### src/rtl/gpt_pkg.sv
package gpt_pkg;
  localparam int DATA_W = 32;
  localparam int EN_BIT = 29;

  typedef enum logic [1:0] {
    REG_CFG = 2'd0,
    REG_CNT = 2'd1,
    REG_STS = 2'd2,
    REG_IE  = 2'd3
  } reg_sel_e;
endpackage

### src/rtl/gpt_counter.sv
module gpt_counter #(
  parameter int CNT_W = 16
) (
  input  logic             clk_i,
  input  logic             rst_ni,
  input  logic             run_i,
  input  logic             load_i,
  input  logic [CNT_W-1:0] load_val_i,
  input  logic [CNT_W-1:0] reload_i,
  input  logic             tick_i,
  output logic [CNT_W-1:0] cnt_o,
  output logic             expire_o
);
  logic [CNT_W-1:0] cnt_q, cnt_d;
  logic             step;

  always_comb begin
    step  = run_i && tick_i && !load_i;
    cnt_d = cnt_q;
    if (load_i)     cnt_d = load_val_i;
    else if (step)  cnt_d = (cnt_q == '0) ? reload_i : cnt_q - 1'b1;
    expire_o = step && (cnt_d == '0);
  end

  always_ff @(posedge clk_i or negedge rst_ni) begin
    if (!rst_ni) cnt_q <= '0;
    else         cnt_q <= cnt_d;
  end

  assign cnt_o = cnt_q;

  AST_HALT_HOLD: assert property (@(posedge clk_i) disable iff (!rst_ni)
    (!run_i && !load_i) |=> $stable(cnt_q));
  AST_LOAD_START: assert property (@(posedge clk_i) disable iff (!rst_ni)
    load_i |=> cnt_q == $past(load_val_i));
  AST_TICK_DEC: assert property (@(posedge clk_i) disable iff (!rst_ni)
    (run_i && tick_i && !load_i && cnt_q != '0) |=> cnt_q == $past(cnt_q) - 1'b1);
  AST_WRAP_RELOAD: assert property (@(posedge clk_i) disable iff (!rst_ni)
    (run_i && tick_i && !load_i && cnt_q == '0) |=> cnt_q == $past(reload_i));
endmodule

### src/rtl/gpt_regs.sv
module gpt_regs
  import gpt_pkg::*;
#(
  parameter int CNT_W = 16
) (
  input  logic              clk_i,
  input  logic              rst_ni,
  input  logic [1:0]        addr_i,
  input  logic              wr_i,
  input  logic              rd_i,
  input  logic [DATA_W-1:0] wdata_i,
  input  logic [CNT_W-1:0]  cnt_i,
  input  logic              expire_i,
  output logic              run_o,
  output logic              load_o,
  output logic [CNT_W-1:0]  load_val_o,
  output logic [CNT_W-1:0]  reload_o,
  output logic [DATA_W-1:0] rdata_o,
  output logic              irq_o
);
  logic              en_q, ie_q, sts_q;
  logic [CNT_W-1:0]  reload_q, reload_d;
  logic              cfg_wr, en_wr, sts_clr;
  logic [DATA_W-1:0] rd_mux;
  reg_sel_e          sel;
  logic              unused_wdata;

  assign sel          = reg_sel_e'(addr_i);
  assign unused_wdata = ^{wdata_i[DATA_W-1:EN_BIT+1], wdata_i[EN_BIT-1:CNT_W]};

  always_comb begin
    cfg_wr   = wr_i && (sel == REG_CFG);
    en_wr    = wdata_i[EN_BIT];
    load_o   = cfg_wr && !en_q && en_wr;
    sts_clr  = wr_i && (sel == REG_STS) && wdata_i[0];
    reload_d = reload_q;
    if (cfg_wr) reload_d = (en_q && !en_wr) ? '1 : wdata_i[CNT_W-1:0];
  end

  always_comb begin
    rd_mux = '0;
    unique case (sel)
      REG_CFG: begin
        rd_mux[EN_BIT]    = en_q;
        rd_mux[CNT_W-1:0] = reload_q;
      end
      REG_CNT: rd_mux[CNT_W-1:0] = cnt_i;
      REG_STS: rd_mux[0] = sts_q;
      REG_IE:  rd_mux[0] = ie_q;
      default: rd_mux = '0;
    endcase
  end

  always_ff @(posedge clk_i or negedge rst_ni) begin
    if (!rst_ni) begin
      en_q     <= 1'b0;
      reload_q <= '1;
      ie_q     <= 1'b0;
      sts_q    <= 1'b0;
      rdata_o  <= '0;
    end else begin
      if (cfg_wr) en_q <= en_wr;
      reload_q <= reload_d;
      if (wr_i && sel == REG_IE) ie_q <= wdata_i[0];
      sts_q <= expire_i | (sts_q & ~sts_clr);
      if (rd_i) rdata_o <= rd_mux;
    end
  end

  assign run_o      = en_q;
  assign load_val_o = reload_d;
  assign reload_o   = reload_q;
  assign irq_o      = sts_q & ie_q;

  AST_FALL_FORCES_ONES: assert property (@(posedge clk_i) disable iff (!rst_ni)
    $fell(en_q) |-> reload_q == '1);
  AST_EXPIRE_SETS: assert property (@(posedge clk_i) disable iff (!rst_ni)
    expire_i |=> sts_q);
  AST_STS_STICKY: assert property (@(posedge clk_i) disable iff (!rst_ni)
    (sts_q && !sts_clr) |=> sts_q);
  AST_RSVD_ZERO: assert property (@(posedge clk_i) disable iff (!rst_ni)
    (rd_i && sel == REG_CFG) |=> (rdata_o[DATA_W-1:EN_BIT+1] == '0 && rdata_o[EN_BIT-1:CNT_W] == '0));
  AST_RDATA_HOLD: assert property (@(posedge clk_i) disable iff (!rst_ni)
    !rd_i |=> $stable(rdata_o));
endmodule

### src/rtl/gp_interval_timer.sv
module gp_interval_timer
  import gpt_pkg::*;
#(
  parameter int CNT_W = 16
) (
  input  logic              clk_i,
  input  logic              rst_ni,
  input  logic              tick_i,
  input  logic [1:0]        addr_i,
  input  logic              wr_i,
  input  logic              rd_i,
  input  logic [DATA_W-1:0] wdata_i,
  output logic [DATA_W-1:0] rdata_o,
  output logic              irq_o
);
  logic             run, load, expire;
  logic [CNT_W-1:0] load_val, reload, cnt;

  gpt_regs #(.CNT_W(CNT_W)) i_regs (
    .clk_i, .rst_ni, .addr_i, .wr_i, .rd_i, .wdata_i,
    .cnt_i(cnt), .expire_i(expire), .run_o(run), .load_o(load),
    .load_val_o(load_val), .reload_o(reload), .rdata_o, .irq_o
  );

  gpt_counter #(.CNT_W(CNT_W)) i_counter (
    .clk_i, .rst_ni, .run_i(run), .load_i(load), .load_val_i(load_val),
    .reload_i(reload), .tick_i, .cnt_o(cnt), .expire_o(expire)
  );

  AST_IRQ_NEEDS_EXPIRY: assert property (@(posedge clk_i) disable iff (!rst_ni)
    $rose(irq_o) |-> ($past(expire) || $past(wr_i && addr_i == 2'd3)));
endmodule

### config.mk
export PLATFORM = sky130hd
export DESIGN_NAME = gp_interval_timer
export DESIGN_NICKNAME = d
export VERILOG_FILES = /design/src/rtl/gpt_pkg.sv /design/src/rtl/gpt_counter.sv /design/src/rtl/gpt_regs.sv /design/src/rtl/gp_interval_timer.sv
export SDC_FILE = /design/constraint.sdc
export NUM_CORES = 1
export LEC_CHECK = 0
export ABC_CLOCK_PERIOD_IN_PS = 2400
export BUFFER_PORTS_ARGS = -buffer_cell sky130_fd_sc_hd__buf_2
export CELL_PAD_IN_SITES_DETAIL_PLACEMENT = 0
export CELL_PAD_IN_SITES_GLOBAL_PLACEMENT = 1
export CORE_UTILIZATION = 36
export DETAILED_ROUTE_END_ITERATION = 8
export MAX_ROUTING_LAYER = met4
export PLACE_DENSITY_LB_ADDON = 0.1
export SLEW_MARGIN = 30
export SYNTH_ARGS = -nofsm -noshare
export SYNTH_HDL_FRONTEND = slang
export SYNTH_SLANG_ARGS = --single-unit
### constraint.sdc
create_clock -name clk_i -period 2.4 [get_ports clk_i]
set_input_delay 0.12 -clock clk_i [delete_from_list [all_inputs] [get_ports clk_i]]
set_output_delay 0.12 -clock clk_i [all_outputs]
set_load 0.005 [all_outputs]
* After elaboration in Yosys (flattened, before gate mapping)
Cells that the tools add are included.
** Word-level totals
- Output and inout bits :: 33
- Logic and storage cells :: 38
- Register bits after elaboration :: 52
** Cells by class
- Bitwise operators :: 4
- Equality and inequality tests :: 3
- $add $sub $neg :: 1
- Mux-type cells :: 8
- Reductions and logical operators :: 16
** Operators with widths (number)
- $mux W16 :: 5
- $logic_not A16 Y1 :: 2
- $pmux W15 S2 :: 1
- $sub A16 B1 Y16 const B :: 1
- $logic_and A1 B1 Y1 :: 10
- $eq A2 B2 Y1 const B :: 2
- $pmux W1 S4 :: 1
- $logic_not A1 Y1 :: 3
- $and A1 B1 Y1 :: 2
- $eq A2 B1 Y1 const B :: 1
- $logic_not A2 Y1 :: 1
- $mux W1 :: 1
- $not A1 Y1 :: 1
- $or A1 B1 Y1 :: 1

* Longest topological paths before layout
Gate-level depths: netlist (run 1).
- Depth after elaboration :: 11
- Depth in mapped cells :: 10

* Modules after synthesis
Synthesis (run 1) repeated with hierarchy kept, for this count alone.
** Unflattened totals
- Cell total of the unflattened synthesis :: 309
- Area total of the unflattened synthesis :: 3085.5 um^2
** By module, submodules not included
- gpt_regs :: cells an instance 142, instances 1, area each 1685.4 um^2
- gpt_counter :: cells an instance 167, instances 1, area each 1400.1 um^2

* Worst setup path before layout (run 1)
OpenSTA, ideal clock, no wires.
- Path kind :: flip-flop to flip-flop
- Start :: register i_counter.cnt_q[8] (netlist: i_counter.cnt_o[8])
- End :: register i_regs.sts_q
- Buffers on the path :: 2
- Arrival :: 2.380 ns
- Path slack :: -0.046 ns
- Clock period less this slack :: 2.446 ns
- Cell stages (with the launch flop) :: 10
- Setup time :: 0.066 ns
- Cells stage by stage :: dfrtp_1 or4_1 buf_2 or4_4 buf_6 nor3_2 a211oi_2 nor4_2 nand4_1 nand2_1
** Between the ends
- Cells in the longest elaborated chain, start to end :: 7
- Elaborated cells on any way between the ends :: 8
** Ends and longest elaborated chain
- start: declaration :: line gpt_counter.sv:14 : logic [CNT_W-1:0] cnt_q, cnt_d;
- start signal: assignment :: line gpt_counter.sv:27 : else cnt_q <= cnt_d;
- $sub A16 B1 Y16 or $logic_not A16 Y1 (tied branches) :: line gpt_counter.sv:21 : else if (step) cnt_d = (cnt_q == '0) ? reload_i : cnt_q - 1'b1;
- $mux W16 :: line gpt_counter.sv:21
- $mux W16 * :: line gpt_counter.sv:21
- $mux W16 * :: line gpt_counter.sv:20 : if (load_i) cnt_d = load_val_i;
- via i_counter.cnt_d[8] :: line gpt_counter.sv:14
- $logic_not A16 Y1 * :: line gpt_counter.sv:22 : expire_o = step && (cnt_d == '0);
- $logic_and A1 B1 Y1 * :: line gpt_counter.sv:22
- $or A1 B1 Y1 * :: line gpt_regs.sv:65 : sts_q <= expire_i | (sts_q & ~sts_clr);
- end signal: assignment :: line gpt_regs.sv:65
- end: declaration :: line gpt_regs.sv:21 : logic en_q, ie_q, sts_q;
Mark *: on every way through the listed nets, which the timed path passes. The rest lies on a longest branch.
A chain may end at the register's enable or synchronous reset.

* Worst setup path in the final report (run 1)
- Start :: register i_counter.cnt_q[1] (netlist: i_counter.cnt_o[1])
- End :: register i_regs.sts_q
** Between the ends
- Cells in the longest elaborated chain, start to end :: 7
- Elaborated cells on any way between the ends :: 8
** Ends and longest elaborated chain (line)
- $logic_not A16 Y1 :: gpt_counter.sv:21
- $mux W16 (2 in series) :: gpt_counter.sv:21
- $mux W16 :: gpt_counter.sv:20
- via i_counter.cnt_d[0] :: gpt_counter.sv:14
- $logic_not A16 Y1 :: gpt_counter.sv:22
- $logic_and A1 B1 Y1 :: gpt_counter.sv:22
- $or A1 B1 Y1 :: gpt_regs.sv:65
The timed path passes the listed nets, and every way through them passes these cells.

==> flow_summary.yaml, run 1 <==
outcome:
  outcome: "complete, but fails checks"
  violations: "setup timing"
cts:
  cts_tree: "yes"
  clock-sinks: 52
  clk_pin_slew_worst_paths_ns: 0.10
  clockBufferDepth: 2
  cts_root_buf: "clkbuf_8"
  insertion_delay_ns: 0.32
  h-tree-depth: 2
  cts_inserted_buffers: 5
layout:
  layout-drive-gt1-share_pct: 35.2
  fin_nets: 441
  diodes: 0
  fillers: 768
  finalInstanceArea_sq_mm: 0.00379
  syn_to_final_growth_pct: 26.3
  layout.cells.non_filler: 503
detailed_routing:
  viasPerCell: 5.33
  ant_nets: 0
  vias: 2681
  drc: 0
  drtIter0Drc: 151
  wl_um: 9020
  dr.pass1.iters: 4
  wl_per_cell_um: 17.9
placement:
  post-place-ws_ns: -0.293
  gp_congestion: 0.874
  place_area_sq_mm: 0.00358
  port_buffers: 41
  dp_hpwl_um: 6600
  dp_cells: 493
synth:
  synth-seq-area-share_pct: 44.1
  async_reset_ff_share_pct: 100
  synth.area.top_cells: "dfrtp_1, dfstp_2, mux2i_1, o22ai_1, nor2_1"
  synth-compound-area-share_pct: 16.4
  synth_top_area_cell: "dfrtp_1"
  yosysWarnings: 0
  yosys.area_share.simple_pct: 19.8
  ys_types: 54
  ys_ff_latch: 52
  syn_inst: 323
  synth-edff-count: 0
  postSynthAreaPerCell_sq_um: 9.28
  synth_flop_cell: "dfrtp_1"
  synth_common_cells: "nor2_1, dfrtp_1, o22ai_1"
  yosysMostFrequentCell: "nor2_1"
  synth-adder-area-share_pct: 0.835
  synthMuxAreaShare_pct: 7.51
  synthXorXnorAreaFrac_pct: 1.75
  synth_top_family_by_area: "simple AND/OR/NAND/NOR gates"
  syn_area_sq_mm: 0.00300
  yosys.area.top_type_share_pct: 30.1
worst_setup_path:
  crit_type: "flip-flop to flip-flop"
  required_ns: 2.66
  cpMostUsedCell: "buf_6"
  arrival_ns: 2.89
  path_cells: "inv_2 -> ha_4 -> or4b_4 -> buf_6 -> nor4_4 -> buf_4 -> buf_6 -> mux2i_1 -> o21bai_1 -> nor4_2 -> nand4_1 -> nand2_1"
  start_kind: "flip-flop"
  crit_buf_inv: 4
  cp_slowest_cell: "or4b_4"
  worstPathMaxFanout: 4
  crit_family: "simple AND/OR/NAND/NOR gates"
  end_kind: "flip-flop"
  max_stage_delay_ns: 0.47
  reg2reg_setup_slack_ns: -0.23
timing:
  hold_viol: 0
  slew_viol_final: 0
  fin_crit_sh_pct: 110
  tightest_slew_ns: 0.700
  finalSetupViolations: 1
  rsz0062_at_grt: "yes"
  holdWs_ns: 0.0436
  worst_slack_ns: -0.232
  fmax_mhz: 380
  fin_skew_ns: 0.00782
  post-route-min-period_ns: 2.63
  relSlewSlack_pct: 53.3
hold_path:
  min_path_type: "input port to flip-flop"
job:
  maxCapViolCount: 0
power:
  power_leakage_nw: 1.65
  peakVddDrop_v: 0.000336
  powerDensity_mw_per_mm2: 844
global_route:
  grt_pass1_vias: 2668
  grtUsageTotal_pct: 23.4
  antenna_found_initial: 0
  grt_first_pass_wirelength_um: 14800
  grt_max_degree: 34
  grt.overflow.total: 0
floorplanning:
  coreArea_sq_mm: 0.00789
  die_w_um: 93.3
  dieArea_sq_mm: 0.00870
  die_h_um: 93.3
  ioPinCount: 72
  rows: 32
  start_util_pct: 38.0
-- power by group --
part | leakage [nW] | switching (W) | internal [W]
clock | 0.0645 | 0.000308 | 0.000368
sequential | 0.597 | 0.000143 | 0.00113
combinational | 0.990 | 0.000661 | 0.000589
-- cell families (layout without fill, tap and decap cells) --
| kind of cell | after synthesis | count (layout) |
|---|---|---|
| fa+ha+maj | 2 | 2 |
| mux | 21 | 21 |
| simple gates | 106 | 106 |
| compound gates | 77 | 77 |
| xor+xnor | 6 | 6 |
| other cells | 1 | 15 |
| buf+inv | 58 | 122 |
| flops | 52 | 52 |
-- layer usage --
metal,part of all wire (%),wire length (um),vias up,track usage (%)
met4,0.96,87,0,6.28
met1,49,4420,1316,32.2
li1,-,-,1285,-
met3,4.0,364,6,3.17
met2,46,4150,74,36.4
met5,0,0,-,-
-- cell type report --
class	count	area, sq um	share of cell area [%]
inverter	22	82.6	2.18
multi-input combinational	227	1520	40.0
sequential	52	1320	34.9
timing repair buffer	92	614	16.2
clock buffer	7	96.3	2.54
clock inverter	1	30.0	0.793
tap	102	128	3.37
-- placed cells by master (no fill, tap or decap), types with 4 or more instances in the layout --
master / count
buf_4: 46
buf_2: 41
nor2_1: 37
dfrtp_1: 36
o22ai_1: 24
inv_1: 20
a21oi_1: 20
mux2i_1: 18
dfstp_2: 16
conb_1: 15
nand2_1: 11
nor3_1: 11
or4_1: 7
o21ai_0: 7
clkbuf_8: 7
nor4_1: 6
nand3_1: 5
or3_1: 5
xnor2_1: 5
o21ai_1: 4
nand2b_1: 4
a211oi_2: 4
-- through the flow --
step           total power (W)  utilization [%]  setup TNS (ns)
3_3_place_gp           0.00246             45.3          -0.321
2_1_floorplan          0.00189                -         -0.0277
3_5_place_dp           0.00247             45.3          -0.299
4_1_cts                0.00317             47.4          -0.211
6_report               0.00320             48.0          -0.232
5_1_grt                0.00341             48.0          -0.385
-- worst paths after layout --
kind,start,to,cells past startpoint
setup / recovery,i_counter.cnt_o[1]$_DFF_PN0_,i_regs.sts_q$_DFF_PN0_,12
hold / removal,wdata_i[14],i_counter.cnt_o[14]$_DFF_PN0_,2
setup reg to reg,i_counter.cnt_o[1]$_DFF_PN0_,i_regs.sts_q$_DFF_PN0_,12
hold reg to reg,i_regs.ie_q$_DFFE_PN0P_,i_regs.ie_q$_DFFE_PN0P_,2
max in group asynchronous,rst_ni,i_regs.reload_o[9]$_DFF_PN1_,3
min in group asynchronous,rst_ni,i_regs.rdata_o[15]$_DFFE_PN0P_,2
-- repair_timing --
item | in CTS | in global routing
buffers inserted | 0 | 1
gates resized for setup | 6 | 9
endpoints found under the setup margin | 2 | 3
endpoints found under the hold margin | 10 | 0
gates cloned | 0 | 0
pin swaps | 0 | 4
hold buffers | 1 | 0
-- sequential cells by signal, indices dropped and copies added, names as in the netlist --
signal and count:
i_regs.ie_q 1, i_regs.run_o 1, i_counter.cnt_o 16, i_regs.reload_o 16, i_regs.rdata_o 17, i_regs.sts_q 1
Power figures use the tool's default switching activity.
==> run 2, diff against run 1 <==
Settings changed: HOLD_SLACK_MARGIN from default to 0.08.
==> flow_summary.yaml, run 2 (synthesis gave the netlist of run 1 again) <==
floorplanning:
  die_h_um: 93.3
  start_util_pct: 38.0
  dieArea_sq_mm: 0.00870
  ioPinCount: 72
  die_w_um: 93.3
  coreArea_sq_mm: 0.00789
  rows: 32
cts:
  clock-sinks: 52
  cts_root_buf: "clkbuf_8"
  insertion_delay_ns: 0.32
  h-tree-depth: 2
  cts_inserted_buffers: 5
  clk_pin_slew_worst_paths_ns: 0.10
  clockBufferDepth: 2
  cts_tree: "yes"
global_route:
  antenna_found_initial: 0
  grt.overflow.total: 0
  grt_max_degree: 34
  grt_pass1_vias: 2710
  grt_first_pass_wirelength_um: 14900
  grtUsageTotal_pct: 23.6
layout:
  final_common_cell: "buf_4"
  largest_reg_flops: 17
  layout_common_cells: "buf_4, buf_2, nor2_1"
  finalInstanceArea_sq_mm: 0.00395
  layout.cells.non_filler: 519
  syn_to_final_growth_pct: 31.7
  diodes: 0
  regMostFlops: "i_regs.rdata_o"
  fin_nets: 457
  layout-drive-gt1-share_pct: 33.8
worst_setup_path:
  rr_worst_depth: 12
  start_kind: "flip-flop"
  end_kind: "flip-flop"
  arrival_ns: 2.89
  reg2reg_setup_slack_ns: -0.23
  endpoint: "i_regs.sts_q$_DFF_PN0_"
  worstReg2RegEnd: "i_regs.sts_q$_DFF_PN0_"
  startpoint: "i_counter.cnt_o[1]$_DFF_PN0_"
  required_ns: 2.66
  r2r_start: "i_counter.cnt_o[1]$_DFF_PN0_"
  worstPathMaxFanout: 4
  crit_type: "flip-flop to flip-flop"
placement:
  gp_congestion: 0.874
  port_buffers: 41
  dp_cells: 493
  post-place-ws_ns: -0.293
  place_area_sq_mm: 0.00358
  dp_hpwl_um: 6600
timing:
  fin_crit_sh_pct: 110
  slew_viol_final: 0
  worst_slack_ns: -0.234
  fmax_mhz: 380
  relSlewSlack_pct: 53.1
  post-route-min-period_ns: 2.63
  holdWs_ns: 0.107
  hold_viol: 0
  tightest_slew_ns: 0.703
  finalSetupViolations: 1
  fin_skew_ns: 0.00866
  rsz0062_at_grt: "yes"
  fin_tns_setup_ns: -0.234
job:
  maxCapViolCount: 0
hold_path:
  min_path_cells: 3
  min_path_type: "input port to flip-flop"
  holdCritStartpoint: "wr_i"
outcome:
  outcome: "complete, but fails checks"
  violations: "setup timing"
detailed_routing:
  dr.pass1.iters: 4
  drc: 0
  wl_per_cell_um: 17.6
  vias: 2749
  drtIter0Drc: 155
  viasPerCell: 5.30
  wl_um: 9160
  ant_nets: 0
power:
  peakVddDrop_v: 0.000339
  powerDensity_mw_per_mm2: 815
  power_leakage_nw: 1.72
run 2: worst min-delay path by stage:
stage / slack, ns / to
2_1_floorplan: -0.18 / i_counter.cnt_o[0]$_DFF_PN0_
3_3_place_gp: 0.07 / i_regs.rdata_o[15]$_DFFE_PN0P_
3_5_place_dp: 0.08 / i_regs.rdata_o[15]$_DFFE_PN0P_
6_report: 0.11 / i_regs.ie_q$_DFFE_PN0P_
5_1_grt: 0.14 / i_regs.rdata_o[29]$_DFFE_PN0P_
4_1_cts: 0.10 / i_regs.ie_q$_DFFE_PN0P_
run 2: area by class of cell:
class                           count  area [sq um]
Clock inverter                      1          30.0
Sequential cell                    52          1320
Fill cell                         763          3940
Inverter                           22          82.6
Clock buffer                        7          96.3
Multi-Input combinational cell    227          1520
Timing Repair Buffer              108           774
Tap cell                          102           128
run 2: power breakdown:
part / leakage, nW / internal (W) / switching (W)
registers: 0.597 / 0.00113 / 0.000144
clock network: 0.0645 / 0.000368 / 0.000307
logic: 1.06 / 0.000606 / 0.000666
total: 1.72 / 0.00210 / 0.00112
run 2: repair_timing:
item | 4_1_cts | 5_1_grt
pin swaps | 0 | 4
endpoints found under the setup margin | 2 | 3
hold buffers | 17 | 0
resized for setup | 6 | 9
endpoints found under the hold margin | 33 | 0
buffers inserted | 0 | 1
run 2: critical path, cell delays in order, from the launching register on:
cell	delay, ns
dfrtp_1	0.41
inv_2	0.08
ha_4	0.13
or4b_4	0.47
buf_6	0.14
nor4_4	0.28
buf_4	0.20
buf_6	0.11
mux2i_1	0.18
o21bai_1	0.13
nor4_2	0.25
nand4_1	0.12
nand2_1	0.09
run 2: metal layers:
metal	up-vias	GRT usage, %	share of wire [%]
li1	1313	-	-
met1	1354	32.1	50
met2	71	37.1	46
met3	11	3.17	2.8
met4	0	6.28	1.4
met5	-	-	0
run 2: stage by stage:
| stage | util [%] | power [W] |
|---|---|---|
| final | 50.0 | 0.00322 |
| after floorplan | - | 0.00189 |
| after CTS | 49.5 | 0.00319 |
| after global routing | 50.0 | 0.00343 |
| after global placement | 45.3 | 0.00246 |
| after detailed placement | 45.3 | 0.00247 |
==> run 3, diff against run 2 <==
Settings changed: CTS_BUF_LIST from default to sky130_fd_sc_hd__clkbuf_16.
==> flow_summary.yaml, run 3 (synthesis gave the netlist of run 1 again) <==
layout:
  layout-drive-gt1-share_pct: 34.2
  final_util_pct: 48.9
  final_common_cell: "buf_4"
  largest_reg_flops: 17
  layout_common_cells: "buf_4, buf_2, nor2_1"
  layout.cells.non_filler: 506
  diodes: 0
  regMostFlops: "i_regs.rdata_o"
  fin_nets: 444
  syn_to_final_growth_pct: 28.5
floorplanning:
  coreArea_sq_mm: 0.00789
  die_w_um: 93.3
  rows: 32
  start_util_pct: 38.0
  dieArea_sq_mm: 0.00870
  die_h_um: 93.3
  ioPinCount: 72
placement:
  dp_hpwl_um: 6600
  port_buffers: 41
  dp_cells: 493
  gp_congestion: 0.874
detailed_routing:
  wl_um: 9060
  dr.pass1.iters: 5
  vias: 2680
  drc: 0
  drtIter0Drc: 158
  wl_per_cell_um: 17.9
  ant_nets: 0
  viasPerCell: 5.30
worst_setup_path:
  worstReg2RegEnd: "i_regs.sts_q$_DFF_PN0_"
  rr_worst_depth: 12
  crit_type: "flip-flop to flip-flop"
  max_stage_delay_ns: 0.47
  endpoint: "i_regs.sts_q$_DFF_PN0_"
  cpMostUsedCell: "buf_6"
  worstPathMaxFanout: 4
  arrival_ns: 2.90
  path_cells: "inv_1 -> ha_4 -> or4b_4 -> buf_6 -> nor4_4 -> buf_4 -> buf_6 -> mux2i_1 -> o21bai_1 -> nor4_2 -> nand4_1 -> nand2_1"
  cp_slowest_cell: "or4b_4"
  required_ns: 2.63
  reg2reg_setup_slack_ns: -0.27
  startpoint: "i_counter.cnt_o[0]$_DFF_PN0_"
  start_kind: "flip-flop"
  r2r_start: "i_counter.cnt_o[0]$_DFF_PN0_"
  end_kind: "flip-flop"
power:
  power_leakage_nw: 1.68
  peakVddDrop_v: 0.000281
  powerDensity_mw_per_mm2: 868
hold_path:
  min_path_type: "input port to flip-flop"
job:
  maxCapViolCount: 0
global_route:
  grt_first_pass_wirelength_um: 14800
  grt_pass1_vias: 2621
  grt_max_degree: 34
  antenna_found_initial: 0
  grt.overflow.total: 0
  grtUsageTotal_pct: 23.4
cts:
  cts_inserted_buffers: 5
  insertion_delay_ns: 0.29
  clk_pin_slew_worst_paths_ns: 0.07
  clockBufferDepth: 2
  cts_root_buf: "clkbuf_16"
  cts_tree: "yes"
  clock-sinks: 52
  h-tree-depth: 2
outcome:
  violations: "setup timing"
  outcome: "complete, but fails checks"
timing:
  worst_slack_ns: -0.267
  fin_skew_ns: 0.00460
  slew_viol_final: 0
  tightest_slew_ns: 0.687
  fin_crit_sh_pct: 111
  finalSetupViolations: 1
  holdWs_ns: 0.0869
  fmax_mhz: 375
  rsz0062_at_grt: "yes"
  relSlewSlack_pct: 54.2
  hold_viol: 0
  post-route-min-period_ns: 2.67
-- run 3: what timing repair did --
item	4_1_cts	5_1_grt
setup endpoints to repair	2	2
resized for setup	8	6
hold endpoints to repair	15	0
pin swaps	0	5
setup buffers	0	1
hold buffers	4	0
-- run 3: metal layers --
layer | GRT usage (%) | part of all wire [%] | up-vias
li1 | - | - | 1296
met4 | 5.13 | 0.92 | 0
met3 | 3.17 | 4.2 | 8
met1 | 32.3 | 48 | 1308
met2 | 36.6 | 46 | 68
met5 | - | 0 | -
-- run 3: layout make-up --
type / instances / area, sq um
well taps: 102 / 128
clock buffers: 5 / 125
fillers: 770 / 4030
multi-input cells: 227 / 1520
clock inverters: 3 / 37.5
flip-flops and latches: 52 / 1320
repair buffers: 95 / 644
inverters: 22 / 82.6
-- run 3: through the flow --
step | power, W | area [sq um] | setup WS (ns) | setup TNS [ns]
2_1_floorplan | 0.00189 | 3060 | -0.0277 | -0.0277
6_report | 0.00335 | 3850 | -0.267 | -0.267
3_3_place_gp | 0.00246 | 3580 | -0.270 | -0.321
4_1_cts | 0.00332 | 3810 | -0.210 | -0.210
3_5_place_dp | 0.00247 | 3580 | -0.293 | -0.299
5_1_grt | 0.00356 | 3850 | -0.376 | -0.437
-- run 3: worst min path at each step --
stage,from,end,slack (ns),cells past startpoint
3_5_place_dp,rst_ni,i_regs.rdata_o[15]$_DFFE_PN0P_,0.08,1
2_1_floorplan,rst_ni,i_counter.cnt_o[0]$_DFF_PN0_,-0.18,0
4_1_cts,wdata_i[8],i_regs.reload_o[8]$_DFF_PN1_,0.08,3
5_1_grt,wdata_i[11],i_regs.reload_o[11]$_DFF_PN1_,0.1,3
6_report,wdata_i[10],i_regs.reload_o[10]$_DFF_PN1_,0.09,3
3_3_place_gp,rst_ni,i_regs.rdata_o[15]$_DFFE_PN0P_,0.07,1
-- run 3: worst max-delay path, delay by kind of cell (launching register included) --
kind	cells	cell delay (ns)
buffers and inverters	4	0.56
flip-flops	1	0.37
multiplexers	1	0.18
AO/OA/AOI/OAI	1	0.13
adder cells (fa/ha/maj)	1	0.15
AND/OR/NAND/NOR	5	1.21
-- run 3: power breakdown --
part | internal (W) | total (W) | switching, W
Combinational | 0.000595 | 0.00127 | 0.000671
Sequential | 0.00113 | 0.00127 | 0.000142
Clock | 0.000486 | 0.000811 | 0.000325
Total | 0.00221 | 0.00335 | 0.00114
